--- config.mk ---
export PLATFORM = sky130hd
export DESIGN_NAME = smram_guard
export DESIGN_NICKNAME = d
export VERILOG_FILES = /design/src/rtl/smg_pkg.sv /design/src/rtl/smg_ctrl.sv /design/src/rtl/smg_path.sv /design/src/rtl/smram_guard.sv
export SDC_FILE = /design/constraint.sdc
export NUM_CORES = 1
export LEC_CHECK = 0
export ABC_AREA = 0
export BUFFER_PORTS_ARGS = -buffer_cell sky130_fd_sc_hd__buf_4
export CAP_MARGIN = 40
export CELL_PAD_IN_SITES_DETAIL_PLACEMENT = 1
export CELL_PAD_IN_SITES_GLOBAL_PLACEMENT = 2
export CORE_ASPECT_RATIO = 1.2
export CORE_UTILIZATION = 16
export CTS_CLUSTER_SIZE = 40
export DETAILED_ROUTE_END_ITERATION = 8
export GPL_TIMING_DRIVEN = 0
export PLACE_DENSITY_LB_ADDON = 0.1
export REMOVE_ABC_BUFFERS = 1
export SYNTH_ARGS = -nofsm -noshare
export SYNTH_HDL_FRONTEND = slang
export SYNTH_HIERARCHICAL = 1
export SYNTH_SLANG_ARGS = --single-unit
--- constraint.sdc ---
create_clock -name clk -period 2.25 [get_ports clk]
set_input_delay 0.3375 -clock clk [delete_from_list [all_inputs] [get_ports clk]]
set_output_delay 0.3375 -clock clk [all_outputs]
set_load 0.05 [all_outputs]
--- src/rtl/smg_pkg.sv ---
package smg_pkg;
  // control register bit positions
  localparam int CtlOpen   = 0;
  localparam int CtlClosed = 1;
  localparam int CtlLock   = 2;
  localparam int CtlGlobal = 3;
  localparam logic [7:0] CtlMask = 8'h0F;
  // region register
  localparam int RegEn     = 0;
  localparam logic [7:0] RegMask = 8'h07;

  typedef struct packed {
    logic       block;    // protection active
    logic [1:0] sizeSel;  // size selector
  } guard_ctl_t;
endpackage

--- src/rtl/smg_ctrl.sv ---
module smg_ctrl import smg_pkg::*; #(
  parameter int CAW = 8,
  parameter logic [CAW-1:0] CTL_ADDR = 8'h20,
  parameter logic [CAW-1:0] REG_ADDR = 8'h21,
  parameter logic [1:0] DEF_SIZE = 2'b10
) (
  input  logic           clk,
  input  logic           rstN,
  input  logic [CAW-1:0] cfgAddr,
  input  logic           cfgWe,
  input  logic [7:0]     cfgWdata,
  output logic [7:0]     cfgRdata,
  output logic [7:0]     ctlReg,
  output logic [7:0]     extReg,
  output guard_ctl_t     strobes
);
  localparam logic [7:0] RegReset = {5'b0, DEF_SIZE, 1'b0};

  logic locked;
  logic [7:0] ctlNext;

  assign locked = ctlReg[CtlLock];

  always_comb begin
    ctlNext = cfgWdata & CtlMask;
    if (ctlNext[CtlLock]) ctlNext[CtlOpen] = 1'b0;
  end

  always_ff @(posedge clk) begin
    if (!rstN) begin
      ctlReg <= 8'h00;
      extReg <= RegReset;
    end else if (cfgWe && !locked) begin
      if (cfgAddr == CTL_ADDR) ctlReg <= ctlNext;
      if (cfgAddr == REG_ADDR) extReg <= cfgWdata & RegMask;
    end
  end

  always_comb begin
    if (cfgAddr == CTL_ADDR)      cfgRdata = ctlReg;
    else if (cfgAddr == REG_ADDR) cfgRdata = extReg;
    else                          cfgRdata = 8'h00;
  end

  assign strobes.block   = ctlReg[CtlGlobal] & ctlReg[CtlClosed] & extReg[RegEn];
  assign strobes.sizeSel = extReg[2:1];
endmodule

--- src/rtl/smg_path.sv ---
module smg_path import smg_pkg::*; #(
  parameter int RAM_MB = 128,
  parameter int EXT_MB = 16,
  parameter int AW = $clog2(RAM_MB) + 20
) (
  input  guard_ctl_t    strobes,
  input  logic          reqValid,
  input  logic          reqWrite,
  input  logic [AW-1:0] reqAddr,
  input  logic [7:0]    reqWdata,
  input  logic          reqSmm,
  output logic [7:0]    reqRdata,
  output logic          dramValid,
  output logic          dramWrite,
  output logic [AW-1:0] dramAddr,
  output logic [7:0]    dramWdata,
  input  logic [7:0]    dramRdata
);
  localparam int MBW = $clog2(RAM_MB) + 1;
  localparam logic [AW:0] RamBytes = (AW+1)'(RAM_MB) << 20;

  logic [MBW-1:0] sizeMb;
  logic [AW:0]    regionBytes;
  logic [AW:0]    baseAddr;
  logic           hit;

  always_comb begin
    case (strobes.sizeSel)
      2'b00:   sizeMb = MBW'(1);
      2'b01:   sizeMb = MBW'(2);
      2'b10:   sizeMb = MBW'(8);
      default: sizeMb = MBW'(EXT_MB);
    endcase
  end

  assign regionBytes = (AW+1)'(sizeMb) << 20;
  assign baseAddr    = RamBytes - regionBytes;
  assign hit = reqValid && strobes.block && !reqSmm && ({1'b0, reqAddr} >= baseAddr);

  assign dramValid = reqValid && !hit;
  assign dramWrite = reqWrite;
  assign dramAddr  = reqAddr;
  assign dramWdata = reqWdata;
  assign reqRdata  = hit ? 8'hFF : dramRdata;
endmodule

--- src/rtl/smram_guard.sv ---
module smram_guard import smg_pkg::*; #(
  parameter int RAM_MB = 128,
  parameter int EXT_MB = 16,
  parameter int AW = $clog2(RAM_MB) + 20
) (
  input  logic          clk,
  input  logic          rstN,
  input  logic [7:0]    cfgAddr,
  input  logic          cfgWe,
  input  logic [7:0]    cfgWdata,
  output logic [7:0]    cfgRdata,
  input  logic          reqValid,
  input  logic          reqWrite,
  input  logic [AW-1:0] reqAddr,
  input  logic [7:0]    reqWdata,
  input  logic          reqSmm,
  output logic [7:0]    reqRdata,
  output logic          dramValid,
  output logic          dramWrite,
  output logic [AW-1:0] dramAddr,
  output logic [7:0]    dramWdata,
  input  logic [7:0]    dramRdata
);
  guard_ctl_t strobes;
  logic [7:0] ctlReg;
  logic [7:0] extReg;

  smg_ctrl #(.CAW(8)) uCtrl (
    .clk(clk), .rstN(rstN), .cfgAddr(cfgAddr), .cfgWe(cfgWe),
    .cfgWdata(cfgWdata), .cfgRdata(cfgRdata), .ctlReg(ctlReg),
    .extReg(extReg), .strobes(strobes)
  );

  smg_path #(.RAM_MB(RAM_MB), .EXT_MB(EXT_MB), .AW(AW)) uPath (
    .strobes(strobes), .reqValid(reqValid), .reqWrite(reqWrite),
    .reqAddr(reqAddr), .reqWdata(reqWdata), .reqSmm(reqSmm),
    .reqRdata(reqRdata), .dramValid(dramValid), .dramWrite(dramWrite),
    .dramAddr(dramAddr), .dramWdata(dramWdata), .dramRdata(dramRdata)
  );
endmodule

==> results of run 1 <==
-- worst paths after layout --
kind | startpoint | cells after the start | to
max | uCtrl/extReg[2]$_SDFFE_PN1P_ | 7 | dramValid
min | cfgWdata[3] | 3 | uCtrl/ctlReg[3]$_SDFFE_PN0P_
min reg2reg | uCtrl/ctlReg[0]$_SDFFE_PN0P_ | 2 | uCtrl/ctlReg[0]$_SDFFE_PN0P_
max reg2reg | uCtrl/ctlReg[2]$_SDFFE_PN0P_ | 3 | uCtrl/extReg[2]$_SDFFE_PN1P_
-- power by group through the flow --
stage / registers [uW] / logic, uW / clock network [uW]
after CTS: 124 / 330 / 188
after global routing: 124 / 346 / 191
final: 124 / 328 / 183
after detailed placement: 127 / 313 / 0
after floorplan: 127 / 75.7 / 0
after global placement: 127 / 310 / 0
-- flip-flops by register name (all words and copies together), names as in the netlist --
register and count:
uCtrl/extReg 3, uCtrl/ctlReg 4
-- placed cells by master (no fill, tap or decap), types with 5 or more instances in the layout --
cell type,n
mux2i_1,8
nand3b_1,8
buf_4,84
nor2_1,5
dfxtp_1,5
buf_6,9
ha_1,5
nand2_1,11
nor4_1,5
conb_1,6
-- per-stage QoR --
| stage | utilization (%) | total power, uW |
|---|---|---|
| 3_5_place_dp | 24.4 | 440 |
| 4_1_cts | 27.2 | 642 |
| 3_3_place_gp | 24.4 | 437 |
| 2_1_floorplan | - | 203 |
| 6_report | 27.4 | 634 |
| 5_1_grt | 27.4 | 660 |
-- per-layer routing --
layer	wire, um	GRT usage (%)
met3	282	2.59
met1	1330	10.8
met2	1880	19.7
met4	72	4.97
met5	0	0
-- repair_timing --
item,CTS,global route
setup buffers,2,1
cloned,1,0
setup endpoints to repair,9,9
resized for setup,22,2
hold endpoints to repair,0,0
pin swaps,4,5
-- final cells by class --
cell class	instances	area, um2	share of cell area [%]
Clock buffer	4	45.0	2.72
Inverter	2	7.51	0.453
Multi-Input combinational cell	79	611	36.8
Sequential cell	7	145	8.75
Tap cell	82	103	6.19
Timing Repair Buffer	94	747	45.1
-- critical path, stage by stage (launching register included) --
cell	delay, ns
dfxtp_4	0.34
buf_6	0.12
ha_4	0.26
nor4b_4	0.19
nand3_2	0.12
or4_4	0.54
and3_4	0.21
buf_8	0.14
==> results.py, run 1 <==
metrics = {
    "run_status": {
        "status": "finished with violations",
        "violations": "negative setup slack",
    },
    "timing": {
        "hold_viol": 0,
        "layout_min_cycle_time_ns": 2.50,
        "rsz0062_at_grt": "true",
        "fin_ws_ns": -0.251,
        "slew_viol_final": 0,
        "max_freq_ghz": 0.400,
        "whs_ns": 0.369,
        "setup_tns_ns": -1.63,
        "fin_crit_sh_pct": 111,
        "finalClockSkew_ns": 0.00299,
        "setup_viol": 9,
    },
    "grt": {
        "grt_use_total_pct": 10.6,
        "grt_max_degree": 12,
        "grt_pass1_vias": 1063,
        "antenna_found_initial": 0,
        "grt_pass1_wl_mm": 5.24,
        "grt_overflow": 0,
    },
    "clock_network": {
        "clk_latency_ns": 0.23,
        "htree_levels": 1,
        "clock_sinks": 7,
        "cts.path.max_buffers": 2,
        "cts_root_buffer": "clkbuf_8",
        "path_clk_slew_ns": 0.04,
        "tritoncts": "yes",
        "cts_buffers": 3,
        "cts-hold-fix-buffers": 0,
    },
    "critical_path": {
        "rrSetupSlack_ns": 1.08,
        "startpoint_type": "register",
        "crit_required_ns": 1.91,
        "cp-end-kind": "primary output",
        "cp_max_fo": 5,
        "critPathArrivalTime_ns": 2.16,
        "crit_type": "reg -> out",
    },
    "floorplan": {
        "core_area_um2": 6050,
        "die_y_um": 89.0,
        "fp-row-count": 31,
        "ios": 118,
        "start_util_pct": 16.7,
        "dieWidth_um": 74.5,
        "dieArea_um2": 6630,
    },
    "power_and_ir_drop": {
        "clkPwrFrac_pct": 28.8,
        "leakagePower_uw": 0.000806,
        "peakVddDrop_mv": 0.213,
        "p_seq_share_pct": 19.5,
        "swShare_pct": 40.9,
        "p_per_area_nw_per_um2": 383,
        "pwr-share-comb_pct": 51.7,
        "p_sw_uw": 259,
        "internal-power_uw": 375,
    },
    "placed_design": {
        "gp_congestion": 0.701,
        "port_buffers": 91,
        "dp.cells": 260,
        "dpl.hpwl_mm": 2.98,
        "placed_cell_area_um2": 1480,
        "pre_cts_ws_ns": -0.196,
    },
    "routing": {
        "first_pass_iters": 3,
        "wl_per_cell_um": 13.3,
        "drt_iter0_drc": 16,
        "wirelength_mm": 3.56,
        "drcViolationCount": 0,
        "vias": 1083,
        "viasPerCell": 4.04,
        "final_antenna_net_count": 0,
    },
    "logic_synthesis": {
        "netlist_area_um2": 1010,
        "synth_warnings": 6,
        "syn_inst": 128,
        "avgSynthCellArea_um2": 7.88,
    },
    "finish": {
        "num-nets-final": 258,
        "nFillCells": 751,
        "diodes": 0,
        "area_delta_synth_final_pct": 64.4,
        "final_cells": 268,
        "postLayoutCellArea_um2": 1660,
        "layout-drive-gt1-share_pct": 60.8,
    },
    "job": {
        "maxCapViolCount": 0,
    },
    "hold_path": {
        "holdCritPathClass": "in -> reg",
    },
}
Power figures use the tool's default switching activity.
==> run 2: changes to the inputs <==
--- a/config.mk
+++ b/config.mk
@@ -11,7 +11,7 @@
 export CELL_PAD_IN_SITES_DETAIL_PLACEMENT = 1
 export CELL_PAD_IN_SITES_GLOBAL_PLACEMENT = 2
 export CORE_ASPECT_RATIO = 1.2
-export CORE_UTILIZATION = 16
+export CORE_UTILIZATION = 15
 export CTS_CLUSTER_SIZE = 40
 export DETAILED_ROUTE_END_ITERATION = 8
 export GPL_TIMING_DRIVEN = 0
@@ -19,5 +19,4 @@
 export REMOVE_ABC_BUFFERS = 1
 export SYNTH_ARGS = -nofsm -noshare
 export SYNTH_HDL_FRONTEND = slang
-export SYNTH_HIERARCHICAL = 1
 export SYNTH_SLANG_ARGS = --single-unit
==> run 2 against run 1 <==
  * The run still ends with negative setup slack left
  * Maximum frequency decreased by 11%
  * Flip-flop and latch count unchanged
  * Global-route usage decreased by 0.62 points
  * Critical path depth unchanged
  * Sequential share of layout area is 0.060 points higher
  * Total power is 3.5% lower
  * Synthesized area fell by 0.37%
  * Final cell count stayed put
  * Highest routed layer unchanged
==> results.py, run 2 <==
metrics = {
    "routing": {
        "wl_per_cell_um": 13.4,
        "vias": 1059,
        "first_pass_iters": 4,
        "viasPerCell": 3.95,
        "drcViolationCount": 0,
        "final_antenna_net_count": 0,
        "wirelength_mm": 3.58,
        "drt_iter0_drc": 48,
    },
    "finish": {
        "postLayoutCellArea_um2": 1650,
        "num-nets-final": 256,
        "largest_register_ffs": 4,
        "top_register": "uCtrl.ctlReg",
        "nFillCells": 771,
        "top_regs": "uCtrl.ctlReg x4, uCtrl.extReg x3",
        "ff_latch_area_um2": 145,
        "area_delta_synth_final_pct": 63.9,
        "multi_input_area_um2": 592,
        "fin_util_pct": 25.5,
        "layout-drive-gt1-share_pct": 59.6,
        "layout_common_cells": "86 x buf_4, 9 x buf_6, 8 x nand4b_1, 8 x mux2i_1, 7 x nor2b_1",
        "layout_commonest_cell": "buf_4",
        "diodes": 0,
    },
    "run_status": {
        "status": "finished with violations",
        "violations": "negative setup slack",
    },
    "logic_synthesis": {
        "synth.largest_area_cell": "buf_4",
        "synth.most_common_cell": "buf_4",
        "synth_warnings": 0,
        "netlist_area_um2": 1000,
        "yosys.area.top_type_share_pct": 29.9,
        "yosys-top-cells-area": "buf_4 30%, dfxtp_1 14%, ha_1 8.7%",
        "seq_area_frac_synth_pct": 13.9,
        "syn_inst": 123,
        "ys.flop_type": "dfxtp_1",
        "yosys-top-cells-count": "40 x buf_4, 8 x mux2i_1, 8 x nand4b_1, 8 x nor2b_1",
        "synthArstFlopShare_pct": 0,
        "avgSynthCellArea_um2": 8.17,
        "synth_edf_count": 0,
        "ys_types": 30,
        "synth-seq-cells": 7,
    },
    "clock_network": {
        "cts-hold-fix-buffers": 0,
        "tritoncts": "yes",
        "clk_latency_ns": 0.23,
        "htree_levels": 1,
        "clock_sinks": 7,
        "cts_root_buffer": "clkbuf_8",
        "path_clk_slew_ns": 0.04,
        "cts.path.max_buffers": 2,
        "cts_buffers": 3,
    },
    "floorplan": {
        "ios": 118,
        "die_y_um": 91.7,
        "dieWidth_um": 76.7,
        "start_util_pct": 15.6,
        "core_area_um2": 6450,
        "fp-row-count": 32,
        "dieArea_um2": 7030,
    },
    "grt": {
        "grt_use_total_pct": 9.93,
        "grt_max_degree": 10,
        "antenna_found_initial": 0,
        "grt_overflow": 0,
        "grt_pass1_vias": 1150,
        "grt_pass1_wl_mm": 5.53,
    },
    "power_and_ir_drop": {
        "clkPwrFrac_pct": 28.9,
        "p_seq_share_pct": 20.2,
        "p_per_area_nw_per_um2": 372,
        "peakVddDrop_mv": 0.223,
        "internal-power_uw": 369,
        "pwr-share-comb_pct": 50.9,
        "leakagePower_uw": 0.000792,
        "p_sw_uw": 243,
        "swShare_pct": 39.7,
    },
    "critical_path": {
        "crit_type": "reg -> out",
        "r2r_start": "uCtrl.ctlReg[2]$_SDFFE_PN0P_",
        "startpoint_type": "register",
        "crit_required_ns": 1.91,
        "cp_max_fo": 5,
        "critical_path.startpoint": "uCtrl.extReg[2]$_SDFFE_PN1P_",
        "cp-end-kind": "primary output",
        "critPathArrivalTime_ns": 2.48,
    },
    "job": {
        "maxCapViolCount": 0,
    },
    "placed_design": {
        "pre_cts_ws_ns": -0.607,
        "port_buffers": 91,
        "dpl.hpwl_mm": 3.05,
        "placed_cell_area_um2": 1490,
        "gp_congestion": 0.736,
    },
    "timing": {
        "hold_viol": 0,
        "layout_min_cycle_time_ns": 2.81,
        "finalClockSkew_ns": 0.000893,
        "setup_viol": 9,
        "setup_tns_ns": -4.89,
        "max_freq_ghz": 0.355,
        "rsz0062_at_grt": "true",
        "fin_crit_sh_pct": 125,
        "slew_viol_final": 0,
        "fin_ws_ns": -0.564,
        "whs_ns": 0.315,
    },
    "hold_path": {
        "holdCritPathClass": "in -> reg",
        "worstHoldStart": "rstN",
    },
}
run 2: power groups by stage:
stage / clock network, uW / registers, uW / logic [uW]
global placement: 0 / 127 / 303
floorplan: 0 / 127 / 72.4
finish: 177 / 124 / 311
global route: 194 / 123 / 326
detailed placement: 0 / 127 / 305
CTS: 184 / 124 / 314
run 2: final cells by class:
cell class,instances,share of cell area [%]
repair buffers,95,45.4
inverters,3,0.684
clock buffers,4,2.74
multi-input cells,74,35.9
well taps,85,6.46
flip-flops and latches,7,8.81
run 2: worst paths after layout:
path                                                endpoint  slack [ns]  cells past startpoint
worst max-delay path                               dramValid       -0.56                      7
worst min-delay path            uCtrl.extReg[2]$_SDFFE_PN1P_        0.32                      2
worst max register to register  uCtrl.ctlReg[1]$_SDFFE_PN0P_        1.03                      4
worst min register to register  uCtrl.ctlReg[0]$_SDFFE_PN0P_        0.49                      2
run 2: per-stage QoR:
stage          total power (uW)  instances
4_1_cts                     622        268
5_1_grt                     644        268
2_1_floorplan               199         83
6_report                    612        268
3_3_place_gp                430        259
3_5_place_dp                432        259
run 2: cell families (layout without fill, tap and decap cells):
kind of cell / count (synthesis) / count (layout) / share of synthesized area [%]
buf+inv: 48 / 102 / 33.6
simple gates: 46 / 47 / 31.5
flops: 7 / 7 / 13.9
compound gates: 6 / 6 / 3.86
mux: 8 / 8 / 7.97
fa+ha+maj: 7 / 7 / 8.72
other cells: 1 / 6 / 0.373
run 2: what timing repair did:
item,in CTS,in global routing
resized for setup,20,0
setup endpoints to repair,9,9
setup buffers,4,0
pin swaps,3,0
gates cloned,1,0
run 2: critical path: stages, from the launching register on:
cell and delay (ns):
dfxtp_4 0.34, or2_4 0.24, ha_4 0.16, nor2b_4 0.11, or4b_4 0.54, or4_4 0.54, and4_4 0.17, buf_6 0.15
run 2: per-layer routing:
metal / track usage (%) / up-vias / wire, um
met4: 2.40 / 0 / 25
met1: 9.40 / 483 / 1230
li1: - / 507 / -
met5: 0 / - / 0
met2: 19.9 / 67 / 2000
met3: 3.48 / 2 / 324
==> run 3: changes to the inputs <==
--- a/config.mk
+++ b/config.mk
@@ -11,6 +11,7 @@
 export CELL_PAD_IN_SITES_DETAIL_PLACEMENT = 1
 export CELL_PAD_IN_SITES_GLOBAL_PLACEMENT = 2
 export CORE_ASPECT_RATIO = 1.2
+export CORE_MARGIN = 2
 export CORE_UTILIZATION = 15
 export CTS_CLUSTER_SIZE = 40
 export DETAILED_ROUTE_END_ITERATION = 8
==> constraint.sdc (replaced) <==
create_clock -name clk -period 2.25 [get_ports clk]
set_input_delay 0.3375 -clock clk [delete_from_list [all_inputs] [get_ports clk]]
set_output_delay 0.3375 -clock clk [all_outputs]
set_load 0.005 [all_outputs]
==> run 3 against run 2 <==
  * The flow still finishes with violations (negative setup slack)
  * Worst setup slack worse by 0.020 ns
  * Flip-flop and latch count unchanged
  * Global-route usage is 0.19 points lower
  * Maximum frequency shrank 0.71%
  * Routed wire length increased by 4.5%
  * Die area rose by 4.8%
  * Non-clock buffer count fell by 1
  * Critical path type unchanged
  * Clock skew grew 0.0013 ns
==> results.py, run 3 (synthesis results as in run 2) <==
metrics = {
    "grt": {
        "grt_overflow": 0,
        "grt_pass1_vias": 1183,
        "grt_use_total_pct": 9.74,
        "grt_max_degree": 10,
        "grt_pass1_wl_mm": 5.65,
        "antenna_found_initial": 0,
    },
    "finish": {
        "largest_register_ffs": 4,
        "nFillCells": 790,
        "multi_input_area_um2": 579,
        "ff_latch_area_um2": 145,
        "layout_commonest_cell": "buf_4",
        "layout-drive-gt1-share_pct": 58.2,
        "top_regs": "uCtrl.ctlReg x4, uCtrl.extReg x3",
        "area_delta_synth_final_pct": 58.9,
        "diodes": 0,
        "num-nets-final": 255,
        "top_register": "uCtrl.ctlReg",
        "layout_common_cells": "93 x buf_4, 8 x nand4b_1, 8 x mux2i_1",
    },
    "critical_path": {
        "r2r_start": "uCtrl.ctlReg[2]$_SDFFE_PN0P_",
        "cp_max_fo": 5,
        "crit_type": "reg -> out",
        "rrSetupSlack_ns": 1.03,
        "startpoint_type": "register",
        "cp-end-kind": "primary output",
        "crit_required_ns": 1.91,
        "reg2regPathDepth": 4,
        "critPathArrivalTime_ns": 2.50,
        "reg2reg_to": "uCtrl.ctlReg[3]$_SDFFE_PN0P_",
    },
    "power_and_ir_drop": {
        "p_sw_uw": 115,
        "peakVddDrop_mv": 0.222,
        "internal-power_uw": 360,
        "swShare_pct": 24.3,
        "leakagePower_uw": 0.000774,
        "fin_total_pwr_uw": 475,
        "clkPwrFrac_pct": 38.0,
        "p_seq_share_pct": 26.0,
        "pwr-share-comb_pct": 35.9,
        "p_per_area_nw_per_um2": 298,
    },
    "clock_network": {
        "clk_latency_ns": 0.23,
        "path_clk_slew_ns": 0.04,
        "htree_levels": 1,
        "cts_buffers": 3,
        "cts.path.max_buffers": 2,
        "clock_sinks": 7,
        "tritoncts": "yes",
        "cts_root_buffer": "clkbuf_8",
        "cts-hold-fix-buffers": 0,
    },
    "job": {
        "maxCapViolCount": 0,
    },
    "hold_path": {
        "worstHoldStart": "rstN",
        "min_to": "uCtrl.extReg[2]$_SDFFE_PN1P_",
        "hold_path_depth": 2,
        "holdCritPathClass": "in -> reg",
    },
    "floorplan": {
        "dieArea_um2": 7370,
        "start_util_pct": 15.6,
        "core_area_um2": 6450,
        "ios": 118,
        "die_y_um": 93.7,
        "fp-row-count": 32,
        "dieWidth_um": 78.7,
    },
    "routing": {
        "drt_iter0_drc": 36,
        "wirelength_mm": 3.74,
        "vias": 1085,
        "drcViolationCount": 0,
        "viasPerCell": 4.06,
        "first_pass_iters": 5,
        "final_antenna_net_count": 0,
        "wl_per_cell_um": 14.0,
    },
    "timing": {
        "slew_viol_final": 0,
        "layout_min_cycle_time_ns": 2.83,
        "fin_ws_ns": -0.584,
        "fin_crit_sh_pct": 126,
        "max_freq_ghz": 0.353,
        "hold_viol": 0,
        "setup_viol": 9,
        "finalClockSkew_ns": 0.00220,
        "rsz0062_at_grt": "true",
    },
    "placed_design": {
        "gp_congestion": 0.698,
        "port_buffers": 91,
        "dpl.hpwl_mm": 3.13,
        "pre_cts_ws_ns": -0.546,
    },
    "run_status": {
        "status": "finished with violations",
        "violations": "negative setup slack",
    },
}
run 3: area by class of cell:
type,instances,share of cell area [%]
well taps,85,6.66
flip-flops and latches,7,9.09
multi-input cells,74,36.3
inverters,3,0.705
clock buffers,4,2.82
repair buffers,94,44.4
run 3: routing by layer:
metal	up-vias	wire length, um	track usage [%]
li1	510	-	-
met1	497	1240	8.83
met2	73	2090	20.1
met3	5	368	3.17
met4	0	38	2.63
met5	-	0	0
run 3: worst max path at each step:
| stage | startpoint | end | slack [ns] |
|---|---|---|---|
| finish | uCtrl.extReg[2]$_SDFFE_PN1P_ | dramValid | -0.58 |
| global route | uCtrl.extReg[2]$_SDFFE_PN1P_ | dramValid | -0.64 |
| CTS | uCtrl.extReg[2]$_SDFFE_PN1P_ | dramValid | -0.59 |
| detailed placement | uCtrl.extReg[1]$_SDFFE_PN0P_ | dramValid | -0.55 |
| global placement | uCtrl.extReg[1]$_SDFFE_PN0P_ | dramValid | -0.55 |
| floorplan | uCtrl.extReg[1]$_SDFFE_PN0P_ | dramValid | -0.30 |
run 3: power by group through the flow:
stage          Clock (uW)  Combinational [uW]  Sequential [uW]
2_1_floorplan           0                29.9              127
3_3_place_gp            0                 171              127
3_5_place_dp            0                 171              127
4_1_cts               181                 173              124
5_1_grt               189                 186              124
6_report              181                 171              124
run 3: metrics by stage:
step | area, um2 | util (%) | TNS [ns] | hold WS (ns) | cells
3_3_place_gp | 1490 | 23.1 | -4.25 | 0.473 | 259
5_1_grt | 1600 | 24.8 | -5.39 | 0.358 | 267
2_1_floorplan | 697 | - | -2.19 | 0.399 | 83
4_1_cts | 1600 | 24.8 | -4.81 | 0.315 | 267
6_report | 1600 | 24.8 | -4.79 | 0.331 | 267
3_5_place_dp | 1490 | 23.1 | -4.22 | 0.478 | 259
run 3: timing repair:
item | 4_1_cts | 5_1_grt
gates resized for setup | 10 | 0
setup buffers | 3 | 0
cloned | 1 | 0
endpoints found under the hold margin | 0 | 0
pin swaps | 6 | 0
endpoints found under the setup margin | 9 | 9
run 3: worst max-delay path, cell delays in order (launching register included):
cell	delay (ns)
dfxtp_4	0.34
or2_4	0.26
ha_4	0.16
nor2b_4	0.11
or4b_4	0.56
or4_4	0.55
and4_4	0.17
buf_6	0.11
